## config.mk

```make
export PLATFORM = sky130hd
export DESIGN_NAME = clkpwr_ctrl
export DESIGN_NICKNAME = d
export VERILOG_FILES = /design/src/rtl/clkpwr_pkg.sv /design/src/rtl/clkpwr_mode.sv /design/src/rtl/clkpwr_presc.sv /design/src/rtl/clkpwr_rstq.sv /design/src/rtl/clkpwr_fsm.sv /design/src/rtl/clkpwr_ctrl.sv
export SDC_FILE = /design/constraint.sdc
export NUM_CORES = 1
export LEC_CHECK = 0
export ABC_AREA = 1
export BUFFER_PORTS_ARGS = -buffer_cell sky130_fd_sc_hd__buf_2
export CORE_UTILIZATION = 55
export CTS_CLUSTER_DIAMETER = 30
export DETAILED_ROUTE_END_ITERATION = 16
export PLACE_DENSITY = 0.82
export SLEW_MARGIN = 20
export SYNTH_ARGS = -nofsm -noshare
export SYNTH_HDL_FRONTEND = slang
export SYNTH_SLANG_ARGS = --single-unit
```

## constraint.sdc

```tcl
create_clock -name clk -period 1.8 [get_ports clk]
set_input_delay 0.09 -clock clk [delete_from_list [all_inputs] [get_ports clk]]
set_output_delay 0.09 -clock clk [all_outputs]
set_load 0.005 [all_outputs]
```

## src/rtl/clkpwr_pkg.sv

```systemverilog
`timescale 1ns/1ps
// Package: shared state encoding for the clock mode and power controller.
// Assumes: nothing beyond IEEE 1800-2017.
package clkpwr_pkg;
    typedef enum logic [2:0] {
        PS_RUN    = 3'd0,
        PS_IDLE   = 3'd1,
        PS_DOWN   = 3'd2,
        PS_SETTLE = 3'd3,
        PS_HOLD   = 3'd4
    } pwr_state_e;
endpackage

```

## src/rtl/clkpwr_mode.sv

```systemverilog
`timescale 1ns/1ps
// Module: clkpwr_mode
// Resolves the active speed from fuse and software bit, and provides the
// machine-cycle limit and the reset qualification limit (both minus one).
// Assumes: FAST_DIV < NORM_DIV, both at least 2.
module clkpwr_mode #(
    parameter int NORM_DIV = 12,
    parameter int FAST_DIV = 6,
    parameter int DW       = 4,
    parameter int RW       = 6
) (
    input  logic          fuse_dbl,
    input  logic          sw_dbl,
    output logic [DW-1:0] div_lim,
    output logic [RW-1:0] rst_lim
);
    localparam logic [DW-1:0] NORM_LIM  = DW'(NORM_DIV - 1);
    localparam logic [DW-1:0] FAST_LIM  = DW'(FAST_DIV - 1);
    localparam logic [RW-1:0] NORM_RLIM = RW'(2 * NORM_DIV - 1);
    localparam logic [RW-1:0] FAST_RLIM = RW'(2 * FAST_DIV - 1);

    logic dbl;

    // Fuse overrides the software bit; limits follow the chosen speed.
    always_comb begin
        dbl     = fuse_dbl | sw_dbl;
        div_lim = dbl ? FAST_LIM : NORM_LIM;
        rst_lim = dbl ? FAST_RLIM : NORM_RLIM;
    end
endmodule

```

## src/rtl/clkpwr_presc.sv

```systemverilog
`timescale 1ns/1ps
// Module: clkpwr_presc
// Machine-cycle prescaler. Counts oscillator periods while enabled and
// strobes once at the limit. Cleared when stopped or when reset is held.
// Assumes: div_lim may change on any cycle; a count past it wraps at once.
module clkpwr_presc #(
    parameter int DW = 4
) (
    input  logic          clk,
    input  logic          rst_n,
    input  logic          run,
    input  logic          clr,
    input  logic [DW-1:0] div_lim,
    output logic          tick
);
    logic [DW-1:0] cnt;
    logic          at_end;

    // Terminal count detection against the current limit.
    always_comb begin
        at_end = (cnt >= div_lim);
        tick   = run & at_end;
    end

    // Period counter with wrap, clear and stop.
    always_ff @(posedge clk) begin
        if (!rst_n || clr || !run) begin
            cnt <= '0;
        end else if (at_end) begin
            cnt <= '0;
        end else begin
            cnt <= cnt + 1'b1;
        end
    end
endmodule

```

## src/rtl/clkpwr_rstq.sv

```systemverilog
`timescale 1ns/1ps
// Module: clkpwr_rstq
// Reset pin qualifier. Counts consecutive high samples while the oscillator
// is stable; reports a hit once the count spans two machine cycles.
// Assumes: rst_lim is at most 2^RW - 2 so saturation never hides a hit.
module clkpwr_rstq #(
    parameter int RW = 6
) (
    input  logic          clk,
    input  logic          rst_n,
    input  logic          rst_pin,
    input  logic          counting,
    input  logic [RW-1:0] rst_lim,
    output logic          hit,
    output logic          sys_rst
);
    logic [RW-1:0] hcnt;
    logic          sample;

    // Hit decision from the count so far plus this edge's sample.
    always_comb begin
        sample = rst_pin & counting;
        hit    = sample & (hcnt >= rst_lim);
    end

    // Saturating run-length counter of high samples.
    always_ff @(posedge clk) begin
        if (!rst_n || !sample) begin
            hcnt <= '0;
        end else if (hcnt != {RW{1'b1}}) begin
            hcnt <= hcnt + 1'b1;
        end
    end

    // Registered reset output.
    always_ff @(posedge clk) begin
        if (!rst_n) begin
            sys_rst <= 1'b0;
        end else begin
            sys_rst <= hit;
        end
    end
endmodule

```

## src/rtl/clkpwr_fsm.sv

```systemverilog
`timescale 1ns/1ps
// Module: clkpwr_fsm
// Power state machine: run, idle, power-down, oscillator settle and
// pin-release hold. Drives the clock and oscillator enables and the wake
// strobe. A reset hit overrides every transition.
// Assumes: requests are one-cycle pulses; STAB_CYCLES >= 2.
module clkpwr_fsm
    import clkpwr_pkg::*;
#(
    parameter int NUM_EXT     = 2,
    parameter int STAB_CYCLES = 64
) (
    input  logic               clk,
    input  logic               rst_n,
    input  logic               rst_hit,
    input  logic               rst_pin,
    input  logic               idle_req,
    input  logic               pd_req,
    input  logic               any_irq,
    input  logic               wake_en,
    input  logic [NUM_EXT-1:0] ext_int_n,
    input  logic [NUM_EXT-1:0] ext_int_en,
    input  logic [NUM_EXT-1:0] ext_int_lvl,
    output logic               cpu_en,
    output logic               run,
    output logic               osc_en,
    output logic               counting,
    output logic               wake_evt
);
    localparam int             SW      = (STAB_CYCLES > 1) ? $clog2(STAB_CYCLES) : 1;
    localparam logic [SW-1:0]  SC_LAST = SW'(STAB_CYCLES - 1);

    pwr_state_e         st, st_nx;
    logic [SW-1:0]      sc, sc_nx;
    logic               via_int, via_nx;
    logic               wake_nx;
    logic [NUM_EXT-1:0] pin_low;
    logic               any_low;

    // Per-pin qualification: enabled, level-sensitive and driven low.
    for (genvar gi = 0; gi < NUM_EXT; gi++) begin : g_pin
        assign pin_low[gi] = ext_int_en[gi] & ext_int_lvl[gi] & ~ext_int_n[gi];
    end

    // Reduce per-pin qualifiers.
    always_comb any_low = |pin_low;

    // Next-state logic with reset precedence.
    always_comb begin
        st_nx   = st;
        sc_nx   = sc;
        via_nx  = via_int;
        wake_nx = 1'b0;
        if (rst_hit) begin
            st_nx  = PS_RUN;
            sc_nx  = '0;
            via_nx = 1'b0;
        end else begin
            case (st)
                PS_RUN: begin
                    if (pd_req) begin
                        st_nx = PS_DOWN;
                    end else if (idle_req) begin
                        st_nx = PS_IDLE;
                    end
                end
                PS_IDLE: begin
                    if (any_irq) begin
                        st_nx   = PS_RUN;
                        wake_nx = 1'b1;
                    end
                end
                PS_DOWN: begin
                    if (rst_pin) begin
                        st_nx  = PS_SETTLE;
                        sc_nx  = '0;
                        via_nx = 1'b0;
                    end else if (wake_en && any_low) begin
                        st_nx  = PS_SETTLE;
                        sc_nx  = '0;
                        via_nx = 1'b1;
                    end
                end
                PS_SETTLE: begin
                    if (sc == SC_LAST) begin
                        st_nx = via_int ? PS_HOLD : PS_RUN;
                    end else begin
                        sc_nx = sc + 1'b1;
                    end
                end
                PS_HOLD: begin
                    if (!any_low) begin
                        st_nx   = PS_RUN;
                        wake_nx = 1'b1;
                    end
                end
                default: st_nx = PS_RUN;
            endcase
        end
    end

    // State registers.
    always_ff @(posedge clk) begin
        if (!rst_n) begin
            st       <= PS_RUN;
            sc       <= '0;
            via_int  <= 1'b0;
            wake_evt <= 1'b0;
        end else begin
            st       <= st_nx;
            sc       <= sc_nx;
            via_int  <= via_nx;
            wake_evt <= wake_nx;
        end
    end

    // Enables decoded from the state.
    always_comb begin
        cpu_en   = (st == PS_RUN);
        run      = (st == PS_RUN) || (st == PS_IDLE);
        osc_en   = (st != PS_DOWN);
        counting = (st != PS_DOWN) && (st != PS_SETTLE);
    end
endmodule

```

## src/rtl/clkpwr_ctrl.sv

```systemverilog
`timescale 1ns/1ps
// Module: clkpwr_ctrl (top)
// Clock mode and power controller: machine-cycle tick, reset qualification,
// idle and power-down control with settle-timed oscillator restart.
// Assumes: clk is the oscillator clock; rst_n is a synchronous power-on reset.
module clkpwr_ctrl #(
    parameter int NUM_EXT     = 2,
    parameter int NORM_DIV    = 12,
    parameter int FAST_DIV    = 6,
    parameter int STAB_CYCLES = 64
) (
    input  logic               clk,
    input  logic               rst_n,
    input  logic               rst_pin,
    input  logic               fuse_dbl,
    input  logic               sw_dbl,
    input  logic               idle_req,
    input  logic               pd_req,
    input  logic               wake_en,
    input  logic               any_irq,
    input  logic [NUM_EXT-1:0] ext_int_n,
    input  logic [NUM_EXT-1:0] ext_int_en,
    input  logic [NUM_EXT-1:0] ext_int_lvl,
    output logic               mc_tick,
    output logic               cpu_clk_en,
    output logic               per_clk_en,
    output logic               osc_en,
    output logic               sys_rst,
    output logic               wake_evt
);
    localparam int DW = $clog2(NORM_DIV);
    localparam int RW = $clog2(2 * NORM_DIV) + 1;

    logic [DW-1:0] div_lim;
    logic [RW-1:0] rst_lim;
    logic          rst_hit;
    logic          run;
    logic          counting;

    clkpwr_mode #(
        .NORM_DIV (NORM_DIV),
        .FAST_DIV (FAST_DIV),
        .DW       (DW),
        .RW       (RW)
    ) u_mode (
        .fuse_dbl (fuse_dbl),
        .sw_dbl   (sw_dbl),
        .div_lim  (div_lim),
        .rst_lim  (rst_lim)
    );

    clkpwr_rstq #(
        .RW (RW)
    ) u_rstq (
        .clk      (clk),
        .rst_n    (rst_n),
        .rst_pin  (rst_pin),
        .counting (counting),
        .rst_lim  (rst_lim),
        .hit      (rst_hit),
        .sys_rst  (sys_rst)
    );

    clkpwr_presc #(
        .DW (DW)
    ) u_presc (
        .clk     (clk),
        .rst_n   (rst_n),
        .run     (run),
        .clr     (rst_hit),
        .div_lim (div_lim),
        .tick    (mc_tick)
    );

    clkpwr_fsm #(
        .NUM_EXT     (NUM_EXT),
        .STAB_CYCLES (STAB_CYCLES)
    ) u_fsm (
        .clk         (clk),
        .rst_n       (rst_n),
        .rst_hit     (rst_hit),
        .rst_pin     (rst_pin),
        .idle_req    (idle_req),
        .pd_req      (pd_req),
        .any_irq     (any_irq),
        .wake_en     (wake_en),
        .ext_int_n   (ext_int_n),
        .ext_int_en  (ext_int_en),
        .ext_int_lvl (ext_int_lvl),
        .cpu_en      (cpu_clk_en),
        .run         (run),
        .osc_en      (osc_en),
        .counting    (counting),
        .wake_evt    (wake_evt)
    );

    // Peripheral clock follows the prescaler run condition.
    always_comb per_clk_en = run;
endmodule

```

# After elaboration in Yosys (flattened, before gate mapping)
# Index checks and enable logic that the tools add are counted.
word_totals:
  regBits: 22
  out_inout_bits: 6
  word_cells: 75
op_classes:
  add_sub_neg: 3
  magnitude_cmp: 2
  eq_ne: 14
  n_mux: 20
  bitwise_logic: 11
  n_reduce_logical: 18
ops:
  columns: ["operator", "count"]
  rows:
  - ["3-bit two-way mux", 8]
  - ["6-bit two-way mux", 3]
  - ["3-bit case mux with 5 select lines", 1]
  - ["6-bit by 1-bit adder with 6-bit output (second input constant)", 2]
  - ["6-bit case mux with 2 select lines", 1]
  - ["3-bit by 2-bit inequality test with 1-bit output (second input constant)", 3]
  - ["1-bit bitwise AND", 7]
  - ["3-bit by 2-bit == test with 1-bit output (second input constant)", 2]
  - ["6-bit == test (second input constant)", 1]
  - ["6-bit by 5-bit >= comparator with 1-bit output", 1]
  - ["2-bit inequality test (second input constant)", 3]
  - ["6-bit inequality test (second input constant)", 1]
  - ["2-bit OR reduction", 3]
  - ["5-bit two-way mux", 1]
  - ["5-bit AND reduction", 1]
  - ["4-bit by 1-bit adder with 4-bit output (second input constant)", 1]
  - ["4-bit >= comparator", 1]
  - ["1-bit logical OR", 4]
  - ["1-bit two-way mux", 4]
  - ["4-bit two-way mux", 1]
  - ["2-bit nonzero test", 2]
  - ["3-bit by 1-bit == test with 1-bit output (second input constant)", 1]
  - ["3-bit == test (second input constant)", 1]
  - ["1-bit logical NOT", 3]
  - ["9 further kinds", 12]

# Longest topological paths before layout
depth:
  word_depth: 7
  ltp_mapped: 10

# Hierarchy
# A second synthesis with hierarchy kept.
unflattened:
  cells_unflattened: 234
  area_unflattened_um2: 1586.5
modules_own_cells:
  columns: ["module", "instances", "cells_each", "area_each_um2", "seq_area_each_um2"]
  rows:
  - ["clkpwr_fsm", 1, 109, 723.2, 220.2]
  - ["clkpwr_rstq", 1, 70, 485.5, 140.1]
  - ["clkpwr_presc", 1, 40, 287.8, 80.1]
  - ["clkpwr_mode", 1, 15, 90.1, 0.0]

# Worst setup path before layout
# No wires, ideal clock.
synth_timing:
  path_kind: "input port to flip-flop"
  startpoint: "input sw_dbl"
  endpoint: "register u_presc.cnt[0]"
  arrival_time_ns: 1.289
  t_required_ns: 1.735
  setup_slack_ns: 0.446
  stages: 10
  path_buffers: 0
  path_cell_list: "nor2_1 -> inv_1 -> ha_1 -> inv_1 -> nor2_1 -> nand3b_1 -> nand3_1 -> a21oi_2 -> nand2_1 -> nor2_1"
synth_via:
  elab_chain_len: 7
  word_cells_on_any_way: 9
  classes_between: "2 x order compare; 2 x mux; 2 x bitwise; 3 x reduce/logical"
synth_rtl:
  columns: ["element", "line_no", "source"]
  rows:
  - ["from (decl)", "clkpwr_ctrl.sv:16", "input logic sw_dbl,"]
  - ["1-bit bitwise OR *", "clkpwr_mode.sv:26", "dbl = fuse_dbl | sw_dbl;"]
  - ["5-bit two-way mux", "clkpwr_mode.sv:28", "rst_lim = dbl ? FAST_RLIM : NORM_RLIM;"]
  - ["6-bit by 5-bit >= comparator with 1-bit output", "clkpwr_rstq.sv:23", "hit = sample & (hcnt >= rst_lim);"]
  - ["1-bit bitwise AND", "clkpwr_rstq.sv:23", null]
  - ["1-bit logical OR (2 in series)", "clkpwr_presc.sv:27", "if (!rst_n || clr || !run) begin"]
  - ["2-bit OR reduction (no line) *", null, null]
  - ["to (signal assigned)", "clkpwr_presc.sv:32", "cnt <= cnt + 1'b1;"]
  - ["to (decl)", "clkpwr_presc.sv:16", "logic [DW-1:0] cnt;"]
# Every way passes the cells marked *; elsewhere a longest branch is shown, timed or not.
# A chain may end at the register's enable or synchronous reset.

# Worst setup path in the final report
layout_timing:
  startpoint: "register u_rstq.hcnt[0]"
  endpoint: "register u_rstq.hcnt[1]"
layout_via:
  elab_chain_len: 1
  word_cells_on_any_way: 2
  classes_between: "1 x add/sub; 1 x eq/ne"
layout_rtl:
  columns: ["element", "line_no", "source"]
  rows:
  - ["from (decl)", "clkpwr_rstq.sv:17", "logic [RW-1:0] hcnt;"]
  - ["from (signal assigned)", "clkpwr_rstq.sv:31", "hcnt <= hcnt + 1'b1;"]
  - ["6-bit by 1-bit adder with 6-bit output / 6-bit inequality test (equally long branches)", "clkpwr_rstq.sv:31, clkpwr_rstq.sv:30", null]
# Several ways; a longest one is shown, not always the timed one.

==> flow_metrics.env <==
export IMPL_status="complete, no violations"
export IMPL_final_setup_tns_ns=0
export IMPL_finalNonFillerCells=237
export IMPL_drtAntennaViolNets=0
export IMPL_grt_remaining_overflow=0
export IMPL_start_util_pct=58.3
export IMPL_routedWlPerCell_um=11.1
export IMPL_io_pin_count=21
export IMPL_synth_top_family_by_area="simple AND/OR/NAND/NOR gates"
export IMPL_h_tree_depth=1
export IMPL_finalClockSkew_ns=0.00106
export IMPL_root_buffer="clkbuf_4"
export IMPL_hp_class="in -> reg"
export IMPL_ff_latch_area_um2=440
export IMPL_syn2layout_area_growth_pct=14.0
export IMPL_clock_sinks=22
export IMPL_slew_violations=0
export IMPL_die_h_um=50.4
export IMPL_cts_resized=0
export IMPL_crit_path_start_kind="flop"
export IMPL_arrival_ns=1.77
export IMPL_fin_crit_ns=1.58
export IMPL_placementRows=17
export IMPL_yosysWarnings=0
export IMPL_drt_first_pass_iters=4
export IMPL_grt_setup_unrepaired="false"
export IMPL_fillers=198
export IMPL_num_nets_final=234
export IMPL_clockBufferDepth=2
export IMPL_maxCapViolations=0
export IMPL_p_per_area_mw_per_mm2=908
export IMPL_p_leak_nw=0.676
export IMPL_synth_mux_area_share_pct=0
export IMPL_final_common_cell="nand2_1"
export IMPL_gp_congestion=0.913
export IMPL_dieWidth_um=50.4
export IMPL_synthesis_nets=210
export IMPL_yosysSeqAreaShare_pct=34.1
export IMPL_setup_viol=0
export IMPL_endpoint_kind="flop"
export IMPL_detail_route_iter0_violations=33
export IMPL_synth_seq_cells=22
export IMPL_port_buffers=20
export IMPL_dp_cells=233
export IMPL_synth_fa_ha_area_share_pct=8.73
export IMPL_power_w=0.00133
export IMPL_ir_drop_mv=0.585
export IMPL_crit_fanout=4
export IMPL_synth_area_per_cell_um2=6.94
export IMPL_postCtsSetupBuffers=0
export IMPL_grt_max_degree=14
export IMPL_dieArea_mm2=0.00254
export IMPL_coreArea_mm2=0.00221
export IMPL_tightest_slew_ns=0.356
export IMPL_final_cell_mix="nand2_1 (39), nor2_1 (27), dfxtp_1 (22), inv_1 (20), buf_2 (20)"
export IMPL_worst_setup_path_type="reg -> reg"
export IMPL_synth_compound_area_share_pct=10.6
export IMPL_synth_distinct_cells=25
export IMPL_cts_hold_buf=0
export IMPL_post_route_period_util_pct=87.7
export IMPL_syn_cell_area_mm2=0.00129
export IMPL_cts_made_buffers=3
export IMPL_maxSlewHeadroom_pct=76.2
export IMPL_via_per_inst=5.21
export IMPL_grt_antenna_before_repair=0
export IMPL_diodes=0
export IMPL_cp_data_required_time_ns=1.99
export IMPL_synthSimpleGateAreaFrac_pct=34.6
export IMPL_cts_tree="built"
export IMPL_totalWireLength_um=2630
export IMPL_syn_inst=186
export IMPL_cts_reportedPaths_clkPinSlew_ns=0.12
export IMPL_grt_pass1_vias=1196
export IMPL_multiInputGateArea_um2=748
export IMPL_dpl_hpwl_um=2090
export IMPL_vias=1235
export IMPL_max_freq_mhz=634
export IMPL_grt_total_usage_pct=22.5
export IMPL_synth_xor_xnor_area_share_pct=4.07
export IMPL_finalHoldViolations=0
export IMPL_clock_latency_ns=0.30
export IMPL_drc=0
export IMPL_grt_pass1_wl_um=4500
export IMPL_post_route_cells_drive_above_1_share_pct=19.1
-- worst max-delay path, cell delays in order (launching register included) --
cell     delay [ns]
dfxtp_1        0.40
ha_1           0.24
nand2_1        0.08
nor2_1         0.19
inv_1          0.07
nor2_1         0.24
inv_1          0.13
nand2_1        0.08
a21oi_1        0.06
-- synthesized netlist by cell type (all sizes together) --
cell / number / area (um2)
nand3: 17 / 97.6
nand4: 2 / 12.5
nor2: 31 / 136
o21ai: 6 / 30.0
nor4: 1 / 6.26
or2: 1 / 6.26
xor2: 4 / 35.0
a31oi: 2 / 12.5
dfxtp: 22 / 440
ha: 9 / 113
nor3: 2 / 15.0
nand3b: 1 / 7.51
xnor2: 2 / 17.5
buf: 1 / 7.51
inv: 25 / 93.8
a21oi: 18 / 93.8
nand2: 42 / 165
-- area by class of cell --
type	instances	area share [%]
clock inverter	1	2.04
tap	28	2.38
multi-input combinational	138	50.9
sequential	22	30.0
clock buffer	3	1.53
timing repair buffer	20	6.81
inverter	25	6.38
-- power by group --
group / switching (W) / internal [W]
combinational: 0.000236 / 0.000145
clock: 0.000145 / 0.000225
sequential: 0.0000526 / 0.000531
total: 0.000434 / 0.000901
-- through the flow --
stage	hold WS (ns)	setup slack, ns	area [um2]	utilization (%)
finish	0.133	0.222	1470	66.5
global route	0.129	0.0673	1470	66.5
CTS	0.135	0.218	1470	66.5
detailed placement	0.461	0.0930	1420	64.1
global placement	0.446	0.234	1420	64.1
floorplan	0.312	0.446	1290	-
-- final timing paths --
check,cells after the start,slack [ns],end,from
min reg2reg,1,0.49,u_presc.cnt[0],u_presc.cnt[0]
max,8,0.22,u_rstq.hcnt[1],u_rstq.hcnt[0]
min,5,0.13,u_fsm.sc[1],rst_n
max reg2reg,8,0.22,u_rstq.hcnt[1],u_rstq.hcnt[0]
-- metal layers --
metal  track usage [%]  vias up  routed length, um
met5                 0        -                  0
met4              7.87        0                 12
met3              3.64        2                 71
met2              43.1       19               1370
met1              24.6      563               1180
li1                  -      651                  -
-- sequential cells by signal, indices dropped and copies added, names as in the netlist --
signal	flops
u_rstq.sys_rst	1
u_fsm.via_int	1
u_rstq.hcnt	6
u_fsm.st	3
u_fsm.wake_evt	1
u_presc.cnt	4
u_fsm.sc	6
-- cells by family (layout without fill, tap and decap cells) --
group / Yosys count / count (layout)
AO/OA/AOI/OAI: 26 / 26
XOR/XNOR: 6 / 6
adder cells (fa/ha/maj): 9 / 9
flip-flops: 22 / 22
buffers and inverters: 26 / 49
AND/OR/NAND/NOR: 97 / 97
No activity file was read; power rests on OpenSTA's default activity.
